--- src/rtl/svs_pkg.sv ---
package svs_pkg;
  localparam int unsigned WORD_W = 32;
  localparam int unsigned ID_W   = WORD_W - 1;

  typedef struct packed {
    logic take;
    logic adv;
    logic rewind;
    logic mac;
    logic open;
    logic close;
  } step_t;
endpackage

--- src/rtl/svs_qptr.sv ---
module svs_qptr #(
  parameter int unsigned QDEPTH = 2048,
  localparam int unsigned AW = $clog2(QDEPTH),
  localparam int unsigned LW = AW + 1
) (
  input  logic          clk_i,
  input  logic          rst_ni,
  input  logic          adv_i,
  input  logic          rewind_i,
  input  logic [LW-1:0] q_len_i,
  output logic [AW-1:0] q_addr_o,
  output logic          exh_o
);
  logic [LW-1:0] ptr_q, ptr_d, len_eff;

  always_comb len_eff = (q_len_i > LW'(QDEPTH)) ? LW'(QDEPTH) : q_len_i;

  always_comb begin
    ptr_d = ptr_q;
    if (rewind_i)   ptr_d = '0;
    else if (adv_i) ptr_d = ptr_q + LW'(1);
  end

  // address follows the next pointer so the entry for ptr_q is on the data port
  assign q_addr_o = ptr_d[AW-1:0];
  assign exh_o    = (ptr_q >= len_eff);

  always_ff @(posedge clk_i or negedge rst_ni) begin
    if (!rst_ni) ptr_q <= '0;
    else         ptr_q <= ptr_d;
  end
endmodule

--- src/rtl/svs_step.sv ---
module svs_step
  import svs_pkg::*;
#(
  parameter int unsigned KEY_W = 19,
  parameter int unsigned VAL_W = 12
) (
  input  logic              valid_i,
  input  logic              eos_i,
  input  logic [WORD_W-1:0] word_i,
  input  logic [ID_W-1:0]   qent_i,
  input  logic              doc_open_i,
  input  logic              exh_i,
  input  logic              out_free_i,
  output step_t             step_o
);
  logic             is_id;
  logic [KEY_W-1:0] cand_key, qry_key;

  assign is_id    = word_i[WORD_W-1];
  assign cand_key = word_i[VAL_W +: KEY_W];
  assign qry_key  = qent_i[VAL_W +: KEY_W];

  always_comb begin
    step_o = '0;
    if (valid_i) begin
      if (eos_i || is_id) begin
        step_o.take   = out_free_i || !doc_open_i;
        step_o.close  = step_o.take && doc_open_i;
        step_o.rewind = step_o.take;
        step_o.open   = step_o.take && !eos_i;
      end else if (!doc_open_i || exh_i) begin
        step_o.take = 1'b1;
      end else if (cand_key < qry_key) begin
        step_o.take = 1'b1;
      end else if (cand_key == qry_key) begin
        step_o.take = 1'b1;
        step_o.adv  = 1'b1;
        step_o.mac  = 1'b1;
      end else begin
        step_o.adv = 1'b1;
      end
    end
  end
endmodule

--- src/rtl/svs_accum.sv ---
module svs_accum
  import svs_pkg::*;
#(
  parameter int unsigned VAL_W = 12,
  parameter int unsigned ACC_W = 40,
  localparam int unsigned PROD_W = 2 * VAL_W
) (
  input  logic             clk_i,
  input  logic             rst_ni,
  input  logic             open_i,
  input  logic             close_i,
  input  logic             mac_i,
  input  logic [ID_W-1:0]  id_i,
  input  logic [VAL_W-1:0] qval_i,
  input  logic [VAL_W-1:0] cval_i,
  output logic             doc_open_o,
  output logic [ID_W-1:0]  id_o,
  output logic [ACC_W-1:0] acc_o
);
  logic [PROD_W-1:0] prod;
  logic [ACC_W:0]    sum;

  assign prod = PROD_W'(qval_i) * PROD_W'(cval_i);
  assign sum  = {1'b0, acc_o} + (ACC_W+1)'(prod);

  always_ff @(posedge clk_i or negedge rst_ni) begin
    if (!rst_ni) begin
      doc_open_o <= 1'b0;
      id_o       <= '0;
      acc_o      <= '0;
    end else begin
      if (open_i)       doc_open_o <= 1'b1;
      else if (close_i) doc_open_o <= 1'b0;
      if (open_i) begin
        id_o  <= id_i;
        acc_o <= '0;
      end else if (mac_i) begin
        acc_o <= sum[ACC_W] ? '1 : sum[ACC_W-1:0];
      end
    end
  end
endmodule

--- src/rtl/svs_result.sv ---
module svs_result
  import svs_pkg::*;
#(
  parameter int unsigned ACC_W = 40
) (
  input  logic             clk_i,
  input  logic             rst_ni,
  input  logic             load_i,
  input  logic [ID_W-1:0]  id_i,
  input  logic [ACC_W-1:0] sc_i,
  input  logic             ready_i,
  output logic             free_o,
  output logic             valid_o,
  output logic [ID_W-1:0]  id_o,
  output logic [ACC_W-1:0] sc_o
);
  assign free_o = !valid_o || ready_i;

  always_ff @(posedge clk_i or negedge rst_ni) begin
    if (!rst_ni) begin
      valid_o <= 1'b0;
      id_o    <= '0;
      sc_o    <= '0;
    end else if (load_i) begin
      valid_o <= 1'b1;
      id_o    <= id_i;
      sc_o    <= sc_i;
    end else if (ready_i) begin
      valid_o <= 1'b0;
    end
  end
endmodule

--- src/rtl/svs_scorer.sv ---
module svs_scorer
  import svs_pkg::*;
#(
  parameter int unsigned KEY_W  = 19,
  parameter int unsigned VAL_W  = 12,
  parameter int unsigned QDEPTH = 2048,
  parameter int unsigned ACC_W  = 40,
  localparam int unsigned AW = $clog2(QDEPTH),
  localparam int unsigned LW = AW + 1
) (
  input  logic              clk_i,
  input  logic              rst_ni,
  input  logic              in_valid_i,
  output logic              in_ready_o,
  input  logic              in_eos_i,
  input  logic [WORD_W-1:0] in_data_i,
  output logic [AW-1:0]     q_addr_o,
  input  logic [WORD_W-1:0] q_rdata_i,
  input  logic [LW-1:0]     q_len_i,
  output logic              res_valid_o,
  input  logic              res_ready_i,
  output logic [ID_W-1:0]   res_id_o,
  output logic [ACC_W-1:0]  res_score_o
);
  step_t            st;
  logic             doc_open_q, q_exh, out_free;
  logic [ID_W-1:0]  id_q;
  logic [ACC_W-1:0] acc_q;
  logic             unused_q_flag;

  assign unused_q_flag = q_rdata_i[WORD_W-1];
  assign in_ready_o    = st.take;

  svs_step #(.KEY_W(KEY_W), .VAL_W(VAL_W)) u_step (
    .valid_i    (in_valid_i),
    .eos_i      (in_eos_i),
    .word_i     (in_data_i),
    .qent_i     (q_rdata_i[ID_W-1:0]),
    .doc_open_i (doc_open_q),
    .exh_i      (q_exh),
    .out_free_i (out_free),
    .step_o     (st)
  );

  svs_qptr #(.QDEPTH(QDEPTH)) u_qptr (
    .clk_i    (clk_i),
    .rst_ni   (rst_ni),
    .adv_i    (st.adv),
    .rewind_i (st.rewind),
    .q_len_i  (q_len_i),
    .q_addr_o (q_addr_o),
    .exh_o    (q_exh)
  );

  svs_accum #(.VAL_W(VAL_W), .ACC_W(ACC_W)) u_accum (
    .clk_i      (clk_i),
    .rst_ni     (rst_ni),
    .open_i     (st.open),
    .close_i    (st.close),
    .mac_i      (st.mac),
    .id_i       (in_data_i[ID_W-1:0]),
    .qval_i     (q_rdata_i[VAL_W-1:0]),
    .cval_i     (in_data_i[VAL_W-1:0]),
    .doc_open_o (doc_open_q),
    .id_o       (id_q),
    .acc_o      (acc_q)
  );

  svs_result #(.ACC_W(ACC_W)) u_result (
    .clk_i   (clk_i),
    .rst_ni  (rst_ni),
    .load_i  (st.close),
    .id_i    (id_q),
    .sc_i    (acc_q),
    .ready_i (res_ready_i),
    .free_o  (out_free),
    .valid_o (res_valid_o),
    .id_o    (res_id_o),
    .sc_o    (res_score_o)
  );
endmodule

--- config.mk ---
export PLATFORM = sky130hd
export DESIGN_NAME = svs_scorer
export DESIGN_NICKNAME = d
export VERILOG_FILES = /design/src/rtl/svs_pkg.sv /design/src/rtl/svs_qptr.sv /design/src/rtl/svs_step.sv /design/src/rtl/svs_accum.sv /design/src/rtl/svs_result.sv /design/src/rtl/svs_scorer.sv
export SDC_FILE = /design/constraint.sdc
export NUM_CORES = 1
export LEC_CHECK = 0
export ABC_AREA = 1
export CAP_MARGIN = 10
export CORE_MARGIN = 4
export CORE_UTILIZATION = 40
export DETAILED_ROUTE_END_ITERATION = 7
export DONT_BUFFER_PORTS = 1
export PLACE_DENSITY_LB_ADDON = 0.25
export SYNTH_ARGS = -nofsm -noshare
export SYNTH_HDL_FRONTEND = slang
export SYNTH_SLANG_ARGS = --single-unit
--- constraint.sdc ---
create_clock -name clk_i -period 6.1 [get_ports clk_i]
set_input_delay 0.61 -clock clk_i [delete_from_list [all_inputs] [get_ports clk_i]]
set_output_delay 0.61 -clock clk_i [all_outputs]
set_load 0.1 [all_outputs]
==> summary.md, run 1 <==
| Metric | Value |
|---|---|
| Status | `complete, no violations` |
| Post-synth top cells | `nand2_1, inv_1, dfrtp_1` |
| Sequence of cells on the critical path | `nand2_1 > inv_1 > fa_1 > inv_1 > fa_1 > inv_1 > fa_1 > fa_1 > inv_1 > fa_1 > inv_1 > ha_1 > nand2_2 > inv_1 > nand2_1 > nand2_1 > nand2_1 > nand3_4 > nand2_4 > nand2_4 > nand2_4 > nand3_1 > nand2_1 > nand2_1` |
| Fill cells | `3525` |
| Synth top area share | `27.3%` |
| Final hold violations | `0` |
| Busiest metal layer after global routing | `met2` |
| Leading area contributor after synthesis | `dfrtp_1` |
| 1st-pass router iterations | `5` |
| P&R area growth vs syn | `6.93%` |
| Fmax | `199 MHz` |
| Ys flop type | `dfrtp_1` |
| Crit path largest cell delay | `0.57 ns` |
| Die Area | `0.0388 sq mm` |
| Num CTS Buffers | `17` |
| Reg2Reg Capture Point | `u_accum.acc_o[34]` |
| Vias in the first global route | `11600` |
| Top cells by area, synth | `dfrtp_1, fa_1, nand2_1` |
| Placed cells | `2315` |
| HP Class | `in -> async` |
| Largest net degree at the start of global routing | `157` |
| Worst reg2reg setup slack | `1.51 ns` |
| Final Critical Period | `5.03 ns` |
| Setup violators final | `0` |
| Worst-path fanout max | `39` |
| Avg Cell Area, Syn | `7.44 sq um` |
| Leakage | `8.85 nW` |
| Crit path DAT | `5.35 ns` |
| Worst IR Drop VDD | `0.000280 V` |
| FFs w/ async S/R, synth | `100%` |
| Worst Setup End Kind | `flop` |
| Post-route ant nets | `0` |
| Met1 Usage GRT | `25.7%` |
| Crit-path slowest cell | `fa_1` |
| Crit share post-route | `82.5%` |
| Pwr Total | `6.46 mW` |
| DR WL/cell | `15.6 um` |
| Yosys reg bits | `156` |
| Initial DRC count | `611` |
| Syn nets | `2225` |
| Critical Path RT | `6.42 ns` |
| Unique masters post-synth | `44` |
| Critical register-to-register path startpoint | `u_accum.acc_o[11]` |
| Final setup TNS | `0 ns` |
| Maxcap violations | `0` |
| Non-Filler Instances | `2348` |
| GR Util met2 | `32.8%` |
| Met3 Usage GRT | `2.85%` |
| Most frequent cell after synthesis | `nand2_1` |
| Placed cell areas | `0.0146 sq mm` |
| Crit Path Class | `in -> reg` |
| CP startpoint kind | `primary input` |
| Post-DP HPWL | `28700 um` |
| Port Buf Inserts | `0` |
| Tightest Pin Transition | `1.06 ns` |
| Clk buf depth | `2` |
| Final nets | `2184` |
| Via/cell ratio | `4.89` |
| Placer's final routability congestion estimate | `0.922` |
| Post-synth EDFFs | `0` |
| Yosys warns | `0` |
| P per Cell Area | `423 mW/mm^2` |
| First-pass GRT wire length | `60300 um` |
| Num ports | `165` |
| Initial Utilization | `41.0%` |
| # diodes | `0` |
| Clock root buffer master | `clkbuf_16` |
| Sequential cell area fraction in the yosys report | `27.3%` |
| H-tree depth | `4` |
| # rows | `68` |
| Share of layout cells above drive strength 1 | `5.12%` |
| Buf+Inv Stages, Crit Path | `6` |
| Rel. slew slack | `29.4%` |
| Clk_lat worst skew | `0.44 ns` |
| Vias | `11500` |
| Design area | `0.0153 sq mm` |
| Final wirelength | `36700 um` |
| Final Max Tran Viols | `0` |
| CTS clk-pin slew, worst paths | `0.06 ns` |
| Die width | `197 um` |
| Mapped Area | `0.0143 sq mm` |
| Clk sink count | `156` |
| Initial antenna violation count | `0` |
| Worst reg2reg path depth | `21` |
| GR Util All Layers | `19.2%` |
| DRC Markers | `0` |
| Die H | `197 um` |
| Core Region | `0.0349 sq mm` |
| Syn Inst Count | `1921` |
| GR Overflow Total | `0` |
| Unrepaired setup endpoints after global routing | `no` |
| Clock Skews | `0.00907 ns` |
| CP top delay family | `adder cells` |
| CTS tree | `built` |
## metrics by stage
stage                     hold slack (ns)  worst slack [ns]  util [%]
after floorplan                     0.314             0.865         -
after global placement              0.318             0.596      42.0
after detailed placement            0.318             0.579      42.0
after CTS                           0.203              1.04      43.8
after global routing                0.170             0.713      43.8
final                               0.123              1.07      43.8
## flip-flops by register name (all words and copies together), names as in the netlist
name	flops
u_qptr.ptr_q	12
u_result.valid_o	1
u_accum.doc_open_o	1
u_result.id_o	31
u_accum.acc_o	40
u_accum.id_o	31
u_result.sc_o	40
## worst max-delay path by stage
stage / startpoint / endpoint / slack, ns / cells after the start
floorplan: q_rdata_i[0] / u_accum.acc_o[7] / 0.86 / 25
global placement: q_rdata_i[6] / u_accum.acc_o[24] / 0.60 / 24
finish: q_rdata_i[3] / u_accum.acc_o[34] / 1.07 / 24
CTS: q_rdata_i[3] / u_accum.acc_o[34] / 1.04 / 24
detailed placement: q_rdata_i[6] / u_accum.acc_o[24] / 0.58 / 24
global route: q_rdata_i[6] / u_accum.acc_o[25] / 0.71 / 24
## logic make-up (layout without fill, tap and decap cells)
| family | Yosys count | in the layout | synth area share, % |
|---|---|---|---|
| xor+xnor | 30 | 30 | 1.84 |
| buf+inv | 526 | 498 | 14.5 |
| flops | 156 | 156 | 27.3 |
| simple gates | 850 | 850 | 24.9 |
| fa+ha+maj | 223 | 223 | 26.0 |
| mux | 10 | 10 | 0.788 |
| compound gates | 126 | 126 | 4.75 |
## final cells by class
class                   count  area [sq um]  area share, %
multi-input cells        1239          8370           54.8
flip-flops and latches    156          3900           25.6
inverters                 449          1690           11.0
well taps                 455           569           3.73
clock buffers              20           467           3.05
repair buffers             17           148          0.966
clock inverters            12           135          0.884
## metal layers
layer	part of all wire [%]	up-vias
met1	45	5566
met4	2.0	0
met5	0	-
met3	4.2	40
li1	-	5631
met2	49	244
## where the power goes
part           internal, mW  switching [mW]
combinational          1.19            2.09
sequential             1.17           0.908
clock                 0.638           0.459
total                  3.00            3.46
## what timing repair did
item | in CTS | in global routing
hold endpoints to repair | 156 | 0
buffers inserted | 0 | 0
hold buffers | 1 | 0
resized for setup | 0 | 0
## cell usage in the layout (no fill, tap or decap), types with 4 or more instances in the layout
| master | synthesis | layout |
|---|---|---|
| clkbuf_16 | 0 | 17 |
| nor3_1 | 19 | 19 |
| xnor2_1 | 17 | 17 |
| nor2_1 | 82 | 74 |
| clkinvlp_4 | 0 | 4 |
| a21oi_1 | 50 | 47 |
| nor2_2 | 3 | 11 |
| dfrtp_1 | 156 | 156 |
| nand2_1 | 587 | 587 |
| o21ai_0 | 60 | 60 |
| nand2_2 | 12 | 12 |
| nand3_1 | 102 | 101 |
| ha_1 | 100 | 100 |
| mux2_1 | 10 | 10 |
| nand4_1 | 26 | 26 |
| xor2_1 | 13 | 13 |
| a21oi_2 | 3 | 6 |
| inv_1 | 444 | 444 |
| fa_1 | 123 | 123 |
| buf_4 | 12 | 16 |
Note: power is estimated with default switching activity, not from simulation.
==> run 2, diff against run 1 <==
clock period = 4.2 ns   (was 6.1 ns; I/O delays follow)
==> run 2 against run 1 <==
Effect of this change: the run now ends with negative hold slack, negative setup slack left; clock-buffer cell count fell by 2; largest cell class unchanged; critical path depth decreased by 1; combinational power is 120% higher; routed wire length increased by 6.3%; setup slack worse by 1.3 ns; final cell count up 3.5%; hold slack worse by 0.19 ns.
==> summary.md, run 2 (synthesis results as in run 1) <==
| Metric | Value |
|---|---|
| CTS clk-pin slew, worst paths | `0.07 ns` |
| CP startpoint kind | `primary input` |
| Placed cell areas | `0.0154 sq mm` |
| Worst hold margin | `-0.0668 ns` |
| Commonest non-fill, non-tap cells in the layout | `nand2_1, inv_1, dfrtp_1, fa_1, nand3_1` |
| Routed wl met3 | `2240 um` |
| Rel. slew slack | `29.3%` |
| Die width | `197 um` |
| Final Critical Period | `4.41 ns` |
| Clk buf depth | `2` |
| Crit Path Class | `in -> reg` |
| Fin util | `47.4%` |
| Worst IR Drop VDD | `0.000518 V` |
| 1st-pass router iterations | `5` |
| Core Region | `0.0349 sq mm` |
| Leakage | `9.39 nW` |
| Final nets | `2267` |
| Maxcap violations | `0` |
| Vias | `11800` |
| Critical Path RT | `4.59 ns` |
| DRC Markers | `0` |
| Clock Skews | `0.00878 ns` |
| GR Overflow Total | `0` |
| Sequence of cells on the critical path | `nand2_1 > inv_1 > fa_1 > fa_1 > fa_1 > fa_1 > inv_1 > fa_1 > inv_1 > ha_4 > nand2_4 > nor2_4 > nand2_2 > o21bai_4 > nand3_4 > nand2_4 > nand2_4 > nand2_8 > buf_12 > buf_16 > nand2_2 > nand2_1 > nand2_1` |
| Design area | `0.0165 sq mm` |
| Crit share post-route | `105%` |
| HP Class | `in -> async` |
| Max Used Layer | `met4` |
| Setup violators final | `40` |
| P&R area growth vs syn | `15.8%` |
| Via/cell ratio | `4.85` |
| Port Buf Inserts | `0` |
| # rows | `68` |
| Pwr Total | `11.7 mW` |
| Clock root buffer master | `clkbuf_16` |
| Metal2 WL | `18600 um` |
| Num ports | `165` |
| Place WS | `-0.692 ns` |
| Biggest regs | `u_accum.acc_o: 40 flops, u_result.sc_o: 40 flops` |
| Final setup TNS | `-5.56 ns` |
| Clk_lat worst skew | `0.45 ns` |
| Unrepaired setup endpoints after global routing | `yes` |
| CP top delay family | `adder cells` |
| Fmax | `227 MHz` |
| Largest net degree at the start of global routing | `157` |
| Final hold violations | `42` |
| Die Area | `0.0388 sq mm` |
| Final worst slack | `-0.212 ns` |
| Buf+Inv Stages, Crit Path | `5` |
| DR WL/cell | `16.1 um` |
| Worst-path fanout max | `12` |
| Status | `finished with violations` |
| Post-route ant nets | `0` |
| Die H | `197 um` |
| Tightest Pin Transition | `1.06 ns` |
| Placer's final routability congestion estimate | `0.919` |
| H-tree depth | `4` |
| First-pass GRT wire length | `63400 um` |
| Crit-path slowest cell | `fa_1` |
| Crit path largest cell delay | `0.58 ns` |
| Worst Setup End Kind | `flop` |
| Crit-path most repeated cell | `fa_1` |
| Crit path DAT | `4.80 ns` |
| P per Cell Area | `710 mW/mm^2` |
| Share of layout cells above drive strength 1 | `15.5%` |
| Initial antenna violation count | `0` |
| Post-DP HPWL | `30200 um` |
| Failing checks | `negative hold slack, negative setup slack` |
| Num CTS Buffers | `17` |
| Wire length on met1 | `17300 um` |
| Clk sink count | `156` |
| Most common cell after layout, fill and taps aside | `nand2_1` |
| CTS tree | `built` |
| GR Util All Layers | `20.5%` |
| Final Max Tran Viols | `0` |
| Vias in the first global route | `12000` |
| # diodes | `0` |
| Final wirelength | `39000 um` |
| Initial Utilization | `41.0%` |
| Initial DRC count | `569` |
[run 2: cell types whose count changed in the layout (fill, tap and decap cells not counted), sizes merged]
cell / before / now
buf: 17 / 99
bufinv: 2 / 0
clkbuf: 20 / 19
inv: 450 / 454
[run 2: final timing paths]
kind,from,endpoint,slack (ns),cells past startpoint
hold / removal,rst_ni,u_accum.acc_o[6],-0.07,1
max in group asynchronous,rst_ni,u_result.id_o[6],3.55,1
min in group clk_i,in_data_i[2],u_accum.id_o[2],0.10,1
setup reg to reg,u_accum.acc_o[13],u_accum.acc_o[13],-0.16,22
setup / recovery,q_rdata_i[3],u_accum.acc_o[13],-0.21,23
hold reg to reg,u_accum.id_o[8],u_result.id_o[8],0.47,2
[run 2: metal layers]
| layer | vias up | track usage [%] |
|---|---|---|
| met5 | - | 0 |
| met4 | 0 | 6.16 |
| met3 | 45 | 4.00 |
| met2 | 280 | 33.2 |
| met1 | 5659 | 27.9 |
| li1 | 5800 | - |
[run 2: where the power goes]
group / switching (mW) / internal (mW) / total (mW)
logic: 3.97 / 3.26 / 7.23
clock network: 0.733 / 0.779 / 1.51
registers: 1.30 / 1.70 / 3.00
total: 6.01 / 5.74 / 11.7
[run 2: area by class of cell]
type,count,area (sq um)
clock buffers,18,429
clock inverters,14,129
fillers,3461,18300
inverters,449,1690
multi-input cells,1239,8930
flip-flops and latches,156,3900
well taps,455,569
repair buffers,100,893
[run 2: timing repair]
item	in CTS	in global routing
endpoints found under the hold margin	156	0
gates resized for setup	29	81
hold buffers	1	0
gates cloned	2	1
pin swaps	10	17
setup buffers	7	7
setup endpoints to repair	40	40
[run 2: per-stage QoR]
stage               hold slack [ns]  cells
global route                0.00111   2431
CTS                          0.0297   2424
finish                      -0.0668   2431
detailed placement            0.139   2383
floorplan                     0.124   1921
global placement              0.139   2383
[run 2: worst reg2reg max path, stage by stage (launching register included)]
cell	delay, ns
dfrtp_1	0.37
inv_2	0.07
fa_1	0.53
inv_1	0.05
fa_1	0.48
fa_1	0.55
inv_1	0.05
fa_1	0.56
inv_1	0.07
ha_4	0.30
nand2_4	0.08
nor2_4	0.13
nand2_2	0.07
o21bai_4	0.18
nand3_4	0.10
nand2_4	0.07
nand2_4	0.10
nand2_8	0.09
buf_12	0.15
buf_16	0.14
nand2_2	0.04
nand2_1	0.05
nand2_1	0.07
